===== config.mk =====
export PLATFORM = sky130hd
export DESIGN_NAME = selport
export DESIGN_NICKNAME = d
export VERILOG_FILES = /design/src/rtl/selport_pkg.sv /design/src/rtl/selport_decode.sv /design/src/rtl/selport_cell.sv /design/src/rtl/selport.sv
export SDC_FILE = /design/constraint.sdc
export NUM_CORES = 1
export LEC_CHECK = 0
export BUFFER_PORTS_ARGS = -buffer_cell sky130_fd_sc_hd__buf_2
export CAP_MARGIN = 10
export CORE_ASPECT_RATIO = 0.5
export CORE_MARGIN = 10
export CORE_UTILIZATION = 46
export CTS_CLUSTER_DIAMETER = 40
export DETAILED_ROUTE_END_ITERATION = 12
export HOLD_SLACK_MARGIN = 0.12
export PLACE_DENSITY = 0.77
export SETUP_SLACK_MARGIN = 0.3
export SLEW_MARGIN = 20
export SYNTH_ARGS = -nofsm -noshare
export SYNTH_HDL_FRONTEND = slang
export SYNTH_SLANG_ARGS = --single-unit

===== constraint.sdc =====
create_clock -name clk -period 0.8 [get_ports clk]
set_input_delay 0.04 -clock clk [delete_from_list [all_inputs] [get_ports clk]]
set_output_delay 0.04 -clock clk [all_outputs]
set_load 0.02 [all_outputs]

===== src/rtl/selport_pkg.sv =====
package selport_pkg;
    localparam int ADDR_W = 2;

    typedef enum logic [ADDR_W-1:0] {
        REG_CFG    = 2'd0,
        REG_STROBE = 2'd1
    } reg_sel_e;
endpackage


===== src/rtl/selport_decode.sv =====
module selport_decode
    import selport_pkg::*;
#(
    parameter int NPINS = 8,
    localparam int DW = 2 * NPINS
) (
    input  logic              clk,
    input  logic              rst_n,
    input  logic              wr_en,
    input  logic [ADDR_W-1:0] wr_addr,
    input  logic [DW-1:0]     wr_data,
    output logic              cfg_we,
    output logic [NPINS-1:0]  set_mask,
    output logic [NPINS-1:0]  clr_mask
);
    always_comb begin
        cfg_we   = 1'b0;
        set_mask = '0;
        clr_mask = '0;
        if (wr_en) begin
            unique case (reg_sel_e'(wr_addr))
                REG_CFG:    cfg_we = 1'b1;
                REG_STROBE: begin
                    set_mask = wr_data[DW-1:NPINS];
                    clr_mask = wr_data[NPINS-1:0];
                end
                default:    ;
            endcase
        end
    end

    // no access means no effect reaches the register file
    a_r9_idle_quiet: assert property (@(posedge clk) disable iff (!rst_n)
        !wr_en |-> (!cfg_we && set_mask == '0 && clr_mask == '0));

    a_r9_unmapped_quiet: assert property (@(posedge clk) disable iff (!rst_n)
        (wr_en && wr_addr > ADDR_W'(1)) |-> (!cfg_we && set_mask == '0 && clr_mask == '0));
endmodule


===== src/rtl/selport_cell.sv =====
module selport_cell (
    input  logic clk,
    input  logic rst_n,
    input  logic set_i,
    input  logic clr_i,
    input  logic inv_i,
    input  logic mode_i,
    output logic pad_o,
    output logic sel_o
);
    logic q;

    always_ff @(posedge clk or negedge rst_n) begin
        if (!rst_n)     q <= 1'b1;
        else if (set_i) q <= 1'b1;
        else if (clr_i) q <= 1'b0;
    end

    always_comb begin
        pad_o = q ^ inv_i;
        sel_o = mode_i & ~q;
    end

    // a set request wins, alone or alongside a clear
    a_r2_set_wins: assert property (@(posedge clk) disable iff (!rst_n)
        set_i |=> (pad_o ^ inv_i));


    a_r3_clear: assert property (@(posedge clk) disable iff (!rst_n)
        (clr_i && !set_i) |=> !(pad_o ^ inv_i));


    a_r4_hold: assert property (@(posedge clk) disable iff (!rst_n)
        (!set_i && !clr_i) |=> $stable(q));
endmodule


===== src/rtl/selport.sv =====
module selport
    import selport_pkg::*;
#(
    parameter int NPINS = 8,
    localparam int DW = 2 * NPINS
) (
    input  logic              clk,
    input  logic              rst_n,
    input  logic              wr_en,
    input  logic [ADDR_W-1:0] wr_addr,
    input  logic [DW-1:0]     wr_data,
    output logic [NPINS-1:0]  pad_o,
    output logic [NPINS-1:0]  sel_o
);
    logic             cfg_we;
    logic [NPINS-1:0] set_mask;
    logic [NPINS-1:0] clr_mask;
    logic [NPINS-1:0] cfg_mode;
    logic [NPINS-1:0] cfg_inv;

    selport_decode #(.NPINS(NPINS)) u_decode (
        .clk      (clk),
        .rst_n    (rst_n),
        .wr_en    (wr_en),
        .wr_addr  (wr_addr),
        .wr_data  (wr_data),
        .cfg_we   (cfg_we),
        .set_mask (set_mask),
        .clr_mask (clr_mask)
    );

    always_ff @(posedge clk or negedge rst_n) begin
        if (!rst_n) begin
            cfg_mode <= '0;
            cfg_inv  <= '0;
        end else if (cfg_we) begin
            cfg_mode <= wr_data[DW-1:NPINS];
            cfg_inv  <= wr_data[NPINS-1:0];
        end
    end

    for (genvar n = 0; n < NPINS; n++) begin : g_pin
        selport_cell u_cell (
            .clk    (clk),
            .rst_n  (rst_n),
            .set_i  (set_mask[n]),
            .clr_i  (clr_mask[n]),
            .inv_i  (cfg_inv[n]),
            .mode_i (cfg_mode[n]),
            .pad_o  (pad_o[n]),
            .sel_o  (sel_o[n])
        );
    end

    // a configuration write moves pads only by the change of invert bits
    a_r10_cfg_keeps_values: assert property (@(posedge clk) disable iff (!rst_n)
        cfg_we |=> ((pad_o ^ cfg_inv) == $past(pad_o ^ cfg_inv)));

    // a select is only reported for a pin in select mode
    a_r7_sel_in_mode: assert property (@(posedge clk) disable iff (!rst_n)
        ((sel_o & ~cfg_mode) == '0));
endmodule


==> impl_metrics.tcl, run 1 <==
set metrics [dict create \
    ys_types 14 \
    worst-r2r-cell-count 3 \
    fin_crit_sh 1.55 \
    cts_buffers 3 \
    timing.final.max_slew_violations 0 \
    final_common_cell "buf_4" \
    wl_per_cell_um 18.3 \
    fp-row-count 13 \
    grt_pass1_vias 878 \
    critPathKind "flop to primary output" \
    synth-seq-cells 24 \
    viasPerCell 4.93 \
    power.leakage_uw 0.000800 \
    crit_fanout 2 \
    final_antenna_net_count 0 \
    dieArea_um2 5430 \
    synth_area_leaders "dfrtp_1 (31%), dfstp_2 (16%), mux2_4 (12%)" \
    place_area_um2 1440 \
    clk_pin_slew_ns 0.09 \
    drt-total-wl_um 3020 \
    ir_worst_vdd_v 0.00115 \
    rsz0062_at_grt "yes" \
    mostFrequentLayoutCells "buf_4 (19), buf_2 (18), mux2_4 (16), dfrtp_1 (16), buf_6 (10)" \
    hold_viol_final 20 \
    tightestPinTransition_ns 0.290 \
    violations "hold timing, setup timing" \
    area_growth_pct 30.7 \
    clock_sinks 24 \
    synth_top_area_frac 0.312 \
    end_kind "primary output" \
    nets 150 \
    syn_nets 115 \
    drt_first_iter_violations 61 \
    maxSlewHeadroom 0.807 \
    whs_ns -0.361 \
    place.gp.congestion 0.750 \
    fmax_mhz 804 \
    grt-ovfl-total 0 \
    clock_latency_ns 0.27 \
    first_pass_iters 4 \
    grt_antenna_before_repair 0 \
    setup_viol 21 \
    status "finished, violations left" \
    required_ns 0.76 \
    n_antenna_cell 0 \
    power_density_nw_per_um2 2550 \
    max_cap_violations 0 \
    synth_area_um2 1280 \
    vias 813 \
    synth_warnings 0 \
    drive_gt1_frac 0.633 \
    start_kind "flop" \
    cts_root_buf "clkbuf_8" \
    r2r_end "g_pin[1].u_cell.q$_DFFE_PN1P_" \
    fin_ws_ns -0.443 \
    syn_inst 94 \
    dp_slack_ns -0.271 \
    htree_num_levels 1 \
    die_w_um 94.7 \
    io_buffers 36 \
    grt_pass1_wl_um 4460 \
    worstReg2RegStart "g_pin[1].u_cell.q$_DFFE_PN1P_" \
    cts_tree "yes" \
    cts_buffer_depth 2 \
    core_area_um2 2640 \
    grt_max_degree 15 \
    die_height_um 57.4 \
    clock_skew_ns 0 \
    arrival_ns 1.20 \
    start_util 0.487 \
    drc_errors 0 \
    synth.yosys.seq_area_share 0.476 \
    yosysTopAreaCell "dfrtp_1" \
    ioPinCount 37 \
    r2r_setup_slack_ns -0.10 \
    final_cell_area_um2 1680 \
    hp-class "primary input to asynchronous set/reset pin" \
    setup-tns-final_ns -5.49 \
    fin_crit_ns 1.24 \
    grt_use_total 0.105 \
    avgSynthCellArea_um2 13.7 \
]
==> power breakdown <==
group	switching (uW)	leakage [uW]	internal [uW]
Combinational	674	0.000491	854
Clock	394	0.0000357	669
Sequential	180	0.000273	1510
Total	1250	0.000800	3030
==> metal layers <==
layer | GRT usage | part of all wire | vias up
met5 | 0 | 0 | -
met4 | 0.0360 | 0.015 | 0
met3 | 0.0378 | 0.059 | 6
met2 | 0.176 | 0.53 | 23
met1 | 0.122 | 0.40 | 399
li1 | - | - | 385
==> flip-flops by register name, indices dropped and copies added (netlist names) <==
| register | count |
|---|---|
| g_pin.u_cell.q | 8 |
| cfg_inv | 8 |
| cfg_mode | 8 |
==> synth_stat cells, drive strengths merged <==
cell and instances:
nor2b 8, nand4b 8, dfstp 8, clkbuf 1, and3b 1, buf 19, xor2 8, nor3b 1
dfrtp 16, mux2 16, a22o 8
==> critical path, stage by stage (launching register included) <==
cell and delay [ns]:
dfstp_2 0.57, xor2_1 0.19, buf_4 0.18
==> cell type report <==
class | instances | area [um2]
Fill cell | 204 | 957
Sequential cell | 24 | 611
Multi-Input combinational cell | 50 | 537
Timing Repair Buffer | 50 | 413
Tap cell | 37 | 46.3
Clock buffer | 3 | 41.3
Clock inverter | 1 | 30.0
==> timing repair <==
| action | 4_1_cts | 5_1_grt |
|---|---|---|
| gates cloned | 1 | 0 |
| resized for setup | 22 | 13 |
| setup endpoints to repair | 40 | 40 |
| pin swaps | 8 | 3 |
| setup buffers | 1 | 3 |
| endpoints found under the hold margin | 48 | 48 |
==> cells by family after synthesis <==
logic type | Yosys count | synth area share
mux | 16 | 0.170
xor+xnor | 8 | 0.0546
compound gates | 8 | 0.0546
flops | 24 | 0.476
simple gates | 18 | 0.116
buf+inv | 20 | 0.130
==> per-stage QoR <==
| stage | power (uW) | instances | util |
|---|---|---|---|
| 2_1_floorplan | 2780 | 94 | - |
| 5_1_grt | 4460 | 165 | 0.637 |
| 6_report | 4280 | 165 | 0.637 |
| 4_1_cts | 4190 | 162 | 0.613 |
| 3_3_place_gp | 2910 | 156 | 0.545 |
| 3_5_place_dp | 2940 | 156 | 0.545 |
==> worst max path at each step <==
stage | from | cells past startpoint | end
6_report | g_pin[3].u_cell.q$_DFFE_PN1P_ | 2 | pad_o[3]
5_1_grt | g_pin[3].u_cell.q$_DFFE_PN1P_ | 2 | pad_o[3]
4_1_cts | g_pin[3].u_cell.q$_DFFE_PN1P_ | 2 | pad_o[3]
3_5_place_dp | wr_addr[1] | 4 | cfg_mode[3]$_DFFE_PN0P_
3_3_place_gp | wr_addr[1] | 4 | cfg_mode[6]$_DFFE_PN0P_
2_1_floorplan | wr_addr[0] | 4 | cfg_inv[0]$_DFFE_PN0P_
Note: power is estimated with default switching activity, not from simulation.
==> run 2: changes to the inputs <==
--- a/config.mk
+++ b/config.mk
@@ -18,4 +18,5 @@
 export SLEW_MARGIN = 20
 export SYNTH_ARGS = -nofsm -noshare
 export SYNTH_HDL_FRONTEND = slang
+export SYNTH_HIERARCHICAL = 1
 export SYNTH_SLANG_ARGS = --single-unit
==> run 2 against run 1 <==
The run ends with setup timing left. Register-to-register slack improved by 0.02 ns. Hold slack improved by 0.37 ns. Area after synthesis rose by 1.8%. Global-route usage rose by 1.1 points. Power rose by 10%. Worst setup slack got worse by 0.037 ns. Critical path type unchanged. Largest power group unchanged. Highest routed layer unchanged.
==> impl_metrics.tcl, run 2 <==
set metrics [dict create \
    status "finished, violations left" \
    setup-tns-final_ns -7.24 \
    grt_pass1_vias 986 \
    ir_worst_vdd_v 0.00166 \
    syn_nets 115 \
    n_fill_cell 156 \
    start_util 0.493 \
    violations "setup timing" \
    drt_first_iter_violations 58 \
    synth_top_area_frac 0.307 \
    cts_tree "yes" \
    grt_antenna_before_repair 0 \
    syn_inst 94 \
    synth-seq-cells 24 \
    ctsHoldBuffers 1 \
    r2r_setup_slack_ns -0.08 \
    instances_no_fill 178 \
    htree_num_levels 1 \
    clock_sinks 24 \
    regArea_um2 621 \
    async_flop_share 1.00 \
    power_density_nw_per_um2 2380 \
    grt_pass1_wl_um 4980 \
    ys_types 12 \
    synth_area_um2 1310 \
    mostFrequentLayoutCells "buf_6 (20), buf_2 (18), and4b_1 (16)" \
    nets 163 \
    reg.largest.list "cfg_inv x8, cfg_mode x8, g_pin.u_cell/q x8" \
    synth_warnings 6 \
    final_common_cell "buf_6" \
    drt-total-wl_um 3180 \
    core_area_um2 2650 \
    timing.final.max_slew_violations 0 \
    clk_pin_slew_ns 0.08 \
    place.gp.congestion 0.748 \
    synth.yosys.seq_area_share 0.467 \
    critPathKind "flop to primary output" \
    fp-row-count 13 \
    area_growth_pct 52.3 \
    io_buffers 36 \
    cts_buffers 3 \
    maxSlewHeadroom 0.867 \
    die_height_um 57.7 \
    whs_ns 0.00874 \
    hold_viol_final 0 \
    drive_gt1_frac 0.766 \
    fin_crit_ns 1.28 \
    max_cap_violations 0 \
    vias 892 \
    grt-ovfl-total 0 \
    dp.cells 168 \
    final_cell_area_um2 1990 \
    wl_per_cell_um 17.9 \
    synth_flop_cell "dfrtp_1" \
    start_kind "flop" \
    die_w_um 95.4 \
    fin_crit_sh 1.60 \
    arrival_ns 1.24 \
    synth_area_leaders "dfrtp_1 (31%), dfstp_2 (16%), and4b_1 (12%)" \
    cts_root_buf "clkbuf_8" \
    tightestPinTransition_ns 0.199 \
    n_antenna_cell 0 \
    first_pass_iters 4 \
    dieArea_um2 5500 \
    synth_edf_count 0 \
    multiInputGateArea_um2 776 \
    avgSynthCellArea_um2 13.9 \
    power.leakage_uw 0.000927 \
    grt_use_total 0.116 \
    clock_latency_ns 0.27 \
    end_kind "primary output" \
    viasPerCell 5.01 \
    drc_errors 0 \
    hp-class "primary input to flop" \
    yosysTopAreaCell "dfrtp_1" \
    place_area_um2 1690 \
    fin_ws_ns -0.480 \
    required_ns 0.76 \
    dp_hpwl_um 2000 \
    ioPinCount 37 \
    crit_fanout 3 \
    clock_skew_ns 0 \
    grt_max_degree 25 \
    final_antenna_net_count 0 \
    post-route-util 0.750 \
    cts_buffer_depth 2 \
    rsz0062_at_grt "yes" \
    synth_commonest_cells "and4b_1 (16), dfrtp_1 (16), mux2_4 (10)" \
    fmax_mhz 781 \
    setup_viol 28 \
]
==> run 2: cell types whose count changed in the layout (fill, tap and decap cells not counted), sizes merged, moves of 3 or more <==
cell    before  now
and4b        0   16
a21o         0    8
a22o         8    0
buf         50   47
and2b        0    8
nand4b       8    0
nor2b        8    0
inv          0    8
==> run 2: cell type report <==
type,instances,share of cell area
multi-input cells,57,0.390
flip-flops and latches,24,0.312
repair buffers,48,0.224
well taps,37,0.0233
clock buffers,3,0.0208
clock inverters,1,0.0151
inverters,8,0.0151
==> run 2: final timing paths <==
kind / cells past startpoint / startpoint / end
min in group asynchronous: 3 / rst_n / cfg_mode[7]$_DFFE_PN0P_
hold / removal: 2 / wr_data[12] / cfg_mode[4]$_DFFE_PN0P_
max in group asynchronous: 3 / rst_n / g_pin[4].u_cell/q$_DFFE_PN1P_
setup reg to reg: 2 / cfg_mode[5]$_DFFE_PN0P_ / cfg_mode[5]$_DFFE_PN0P_
setup / recovery: 2 / g_pin[5].u_cell/q$_DFFE_PN1P_ / sel_o[5]
hold reg to reg: 1 / cfg_mode[4]$_DFFE_PN0P_ / cfg_mode[4]$_DFFE_PN0P_
==> run 2: critical path, stage by stage (launching register included) <==
cell and delay, ns:
dfstp_2 0.60, and2b_2 0.24, buf_6 0.13
==> run 2: cell families (layout without fill, tap and decap cells) <==
group	Yosys count	in the layout	synth area share
AND/OR/NAND/NOR	25	25	0.186
flip-flops	24	24	0.467
multiplexers	16	16	0.167
buffers and inverters	13	60	0.0728
AO/OA/AOI/OAI	8	8	0.0536
XOR/XNOR	8	8	0.0536
==> run 2: power by group <==
| part | internal [uW] | total [uW] | switching (uW) |
|---|---|---|---|
| combinational | 1100 | 1800 | 704 |
| clock | 669 | 1070 | 398 |
| sequential | 1530 | 1850 | 329 |
==> run 2: repair_timing <==
item | 4_1_cts | 5_1_grt
endpoints found under the hold margin | 40 | 16
pin swaps | 2 | 2
gates resized for setup | 48 | 6
cloned | 1 | 0
setup buffers | 3 | 1
setup endpoints to repair | 40 | 40
==> run 2: metrics by stage <==
| step | power [uW] | setup WS (ns) |
|---|---|---|
| 3_5_place_dp | 3220 | -0.310 |
| 4_1_cts | 4710 | -0.480 |
| 2_1_floorplan | 2800 | -0.225 |
| 5_1_grt | 4920 | -0.506 |
| 6_report | 4730 | -0.480 |
| 3_3_place_gp | 3200 | -0.279 |
==> run 2: layer usage <==
layer | up-vias | wire [um] | share of wire | track usage
met5 | - | 0 | 0 | 0
met4 | 0 | 17 | 0.0053 | 0.0191
met3 | 2 | 220 | 0.069 | 0.0475
met2 | 26 | 1590 | 0.50 | 0.190
met1 | 440 | 1350 | 0.42 | 0.142
li1 | 424 | - | - | -
==> run 3: changes to the inputs <==
--- a/config.mk
+++ b/config.mk
@@ -9,11 +9,11 @@
 export CAP_MARGIN = 10
 export CORE_ASPECT_RATIO = 0.5
 export CORE_MARGIN = 10
-export CORE_UTILIZATION = 46
+export CORE_UTILIZATION = 30
 export CTS_CLUSTER_DIAMETER = 40
 export DETAILED_ROUTE_END_ITERATION = 12
 export HOLD_SLACK_MARGIN = 0.12
-export PLACE_DENSITY = 0.77
+export PLACE_DENSITY = 0.55
 export SETUP_SLACK_MARGIN = 0.3
 export SLEW_MARGIN = 20
 export SYNTH_ARGS = -nofsm -noshare
==> run 3 against run 2 <==
The run still ends with setup timing left. Register-to-register slack improved by 0.02 ns. Global-route usage fell by 3.3 points. Non-clock buffer count fell by 2. Routed wire length fell by 6.4%. Clock skew did not move. Critical endpoint is now sel_o[4]. Sequential power barely moved.
==> impl_metrics.tcl, run 3 (synthesis gave the netlist of run 2 again) <==
set metrics [dict create \
    grt_use_total 0.0831 \
    holdPathEnd "cfg_inv[3]$_DFFE_PN0P_" \
    place.gp.congestion 0.695 \
    drc_errors 0 \
    critPathKind "flop to primary output" \
    final_antenna_net_count 0 \
    first_pass_iters 4 \
    violations "setup timing" \
    end_kind "primary output" \
    reg.largest.list "cfg_inv x8, cfg_mode x8, g_pin.u_cell/q x8" \
    cts_buffer_depth 2 \
    start_kind "flop" \
    timing.final.max_slew_violations 0 \
    power.leakage_uw 0.000903 \
    wl_per_cell_um 15.4 \
    place_area_um2 1710 \
    power_density_nw_per_um2 2240 \
    worstHoldStart "wr_data[3]" \
    dieArea_um2 7550 \
    ctsHoldBuffers 1 \
    max_cap_violations 0 \
    r2r_setup_slack_ns -0.06 \
    status "finished, violations left" \
    cts_root_buf "clkbuf_8" \
    fp-row-count 16 \
    fin_ws_ns -0.467 \
    cts_tree "yes" \
    r2r_end "g_pin[4].u_cell/q$_DFFE_PN1P_" \
    grt_max_degree 25 \
    vias 861 \
    grt-ovfl-total 0 \
    maxSlewHeadroom 0.875 \
    hp-class "primary input to flop" \
    final_cell_area_um2 1970 \
    nets 161 \
    fmax_mhz 789 \
    post-route-util 0.488 \
    die_w_um 113 \
    dp_hpwl_um 2060 \
    area_growth_pct 51.0 \
    viasPerCell 4.46 \
    crit_fanout 3 \
    tightestPinTransition_ns 0.188 \
    clock_sinks 24 \
    drive_gt1_frac 0.763 \
    required_ns 0.76 \
    final_common_cell "buf_6" \
    die_height_um 66.7 \
    io_buffers 36 \
    arrival_ns 1.23 \
    cpPeakStageDelay_ns 0.60 \
    grt_antenna_before_repair 0 \
    grt_pass1_wl_um 5000 \
    grt_pass1_vias 975 \
    clock_latency_ns 0.26 \
    drt-total-wl_um 2980 \
    rsz0062_at_grt "yes" \
    fin_crit_sh 1.58 \
    holdPathStages 2 \
    ir_worst_vdd_v 0.00135 \
    htree_num_levels 1 \
    drt_first_iter_violations 11 \
    n_antenna_cell 0 \
    fin_crit_ns 1.27 \
    start_util 0.323 \
    hold_viol_final 0 \
    cts_buffers 3 \
    path_cells "and2b_2 > buf_6" \
    mostFrequentLayoutCells "buf_6 (20), buf_2 (18), and4b_1 (16)" \
    setup_viol 25 \
    worst-r2r-cell-count 2 \
    clock_skew_ns 0 \
    core_area_um2 4040 \
    crit_path_top_delay_cell "dfstp_2" \
    worstReg2RegStart "g_pin[4].u_cell/q$_DFFE_PN1P_" \
    ioPinCount 37 \
    clk_pin_slew_ns 0.08 \
]
-- run 3: cell count changes in the layout (fill, tap and decap cells not counted), sizes merged --
cell	delta
bufinv	-1
buf	-2
clkbuf	+1
-- run 3: per-layer routing --
layer | part of all wire | up-vias | wire, um | track usage
met4 | 0.013 | 0 | 40 | 0.0283
met1 | 0.45 | 420 | 1350 | 0.102
met2 | 0.48 | 22 | 1420 | 0.134
li1 | - | 415 | - | -
met3 | 0.058 | 4 | 173 | 0.0295
met5 | 0 | - | 0 | 0
-- run 3: repair_timing --
action / 4_1_cts / 5_1_grt
buffers inserted: 3 / 0
gates resized for setup: 49 / 3
endpoints found under the setup margin: 40 / 40
pin swaps: 2 / 1
cloned: 1 / 0
endpoints found under the hold margin: 40 / 16
-- run 3: layout make-up --
type                       count  area [um2]
fill                         357        2070
multi-input combinational     57         768
sequential                    24         621
timing repair buffer          46         430
tap                           54        67.6
clock buffer                   4        55.1
inverter                       8        30.0
-- run 3: through the flow --
| step | instances | hold WS (ns) | total power [uW] | TNS [ns] | setup slack (ns) |
|---|---|---|---|---|---|
| 3_5_place_dp | 184 | -0.00851 | 3230 | -7.40 | -0.286 |
| 3_3_place_gp | 184 | -0.0113 | 3220 | -6.87 | -0.246 |
| 4_1_cts | 193 | 0.00275 | 4490 | -7.30 | -0.477 |
| 5_1_grt | 193 | 0.00128 | 4670 | -7.96 | -0.511 |
| 6_report | 193 | 0.0121 | 4420 | -7.02 | -0.467 |
| 2_1_floorplan | 94 | -0.256 | 2800 | -3.58 | -0.225 |
-- run 3: where the power goes --
part           total [uW]  leakage [uW]  internal [uW]  switching (uW)
clock network         821     0.0000288            439             382
registers            1840      0.000265           1530             313
logic                1760      0.000609           1080             679
total                4420      0.000903           3050            1370
-- run 3: worst max-delay path: cells and delay by family, from the launching register on --
family,cells,cell delay (ns)
buf+inv,1,0.13
flops,1,0.60
simple gates,1,0.24
-- run 3: how the worst max path moves through the flow --
stage | start | endpoint | slack, ns | cells after the start
after floorplan | wr_addr[0] | cfg_inv[3]$_DFFE_PN0P_ | -0.22 | 5
after global placement | wr_addr[0] | cfg_inv[7]$_DFFE_PN0P_ | -0.25 | 4
after detailed placement | wr_addr[0] | cfg_mode[5]$_DFFE_PN0P_ | -0.29 | 4
after CTS | g_pin[2].u_cell/q$_DFFE_PN1P_ | sel_o[2] | -0.48 | 2
after global routing | g_pin[4].u_cell/q$_DFFE_PN1P_ | sel_o[4] | -0.51 | 2
final | g_pin[4].u_cell/q$_DFFE_PN1P_ | sel_o[4] | -0.47 | 2
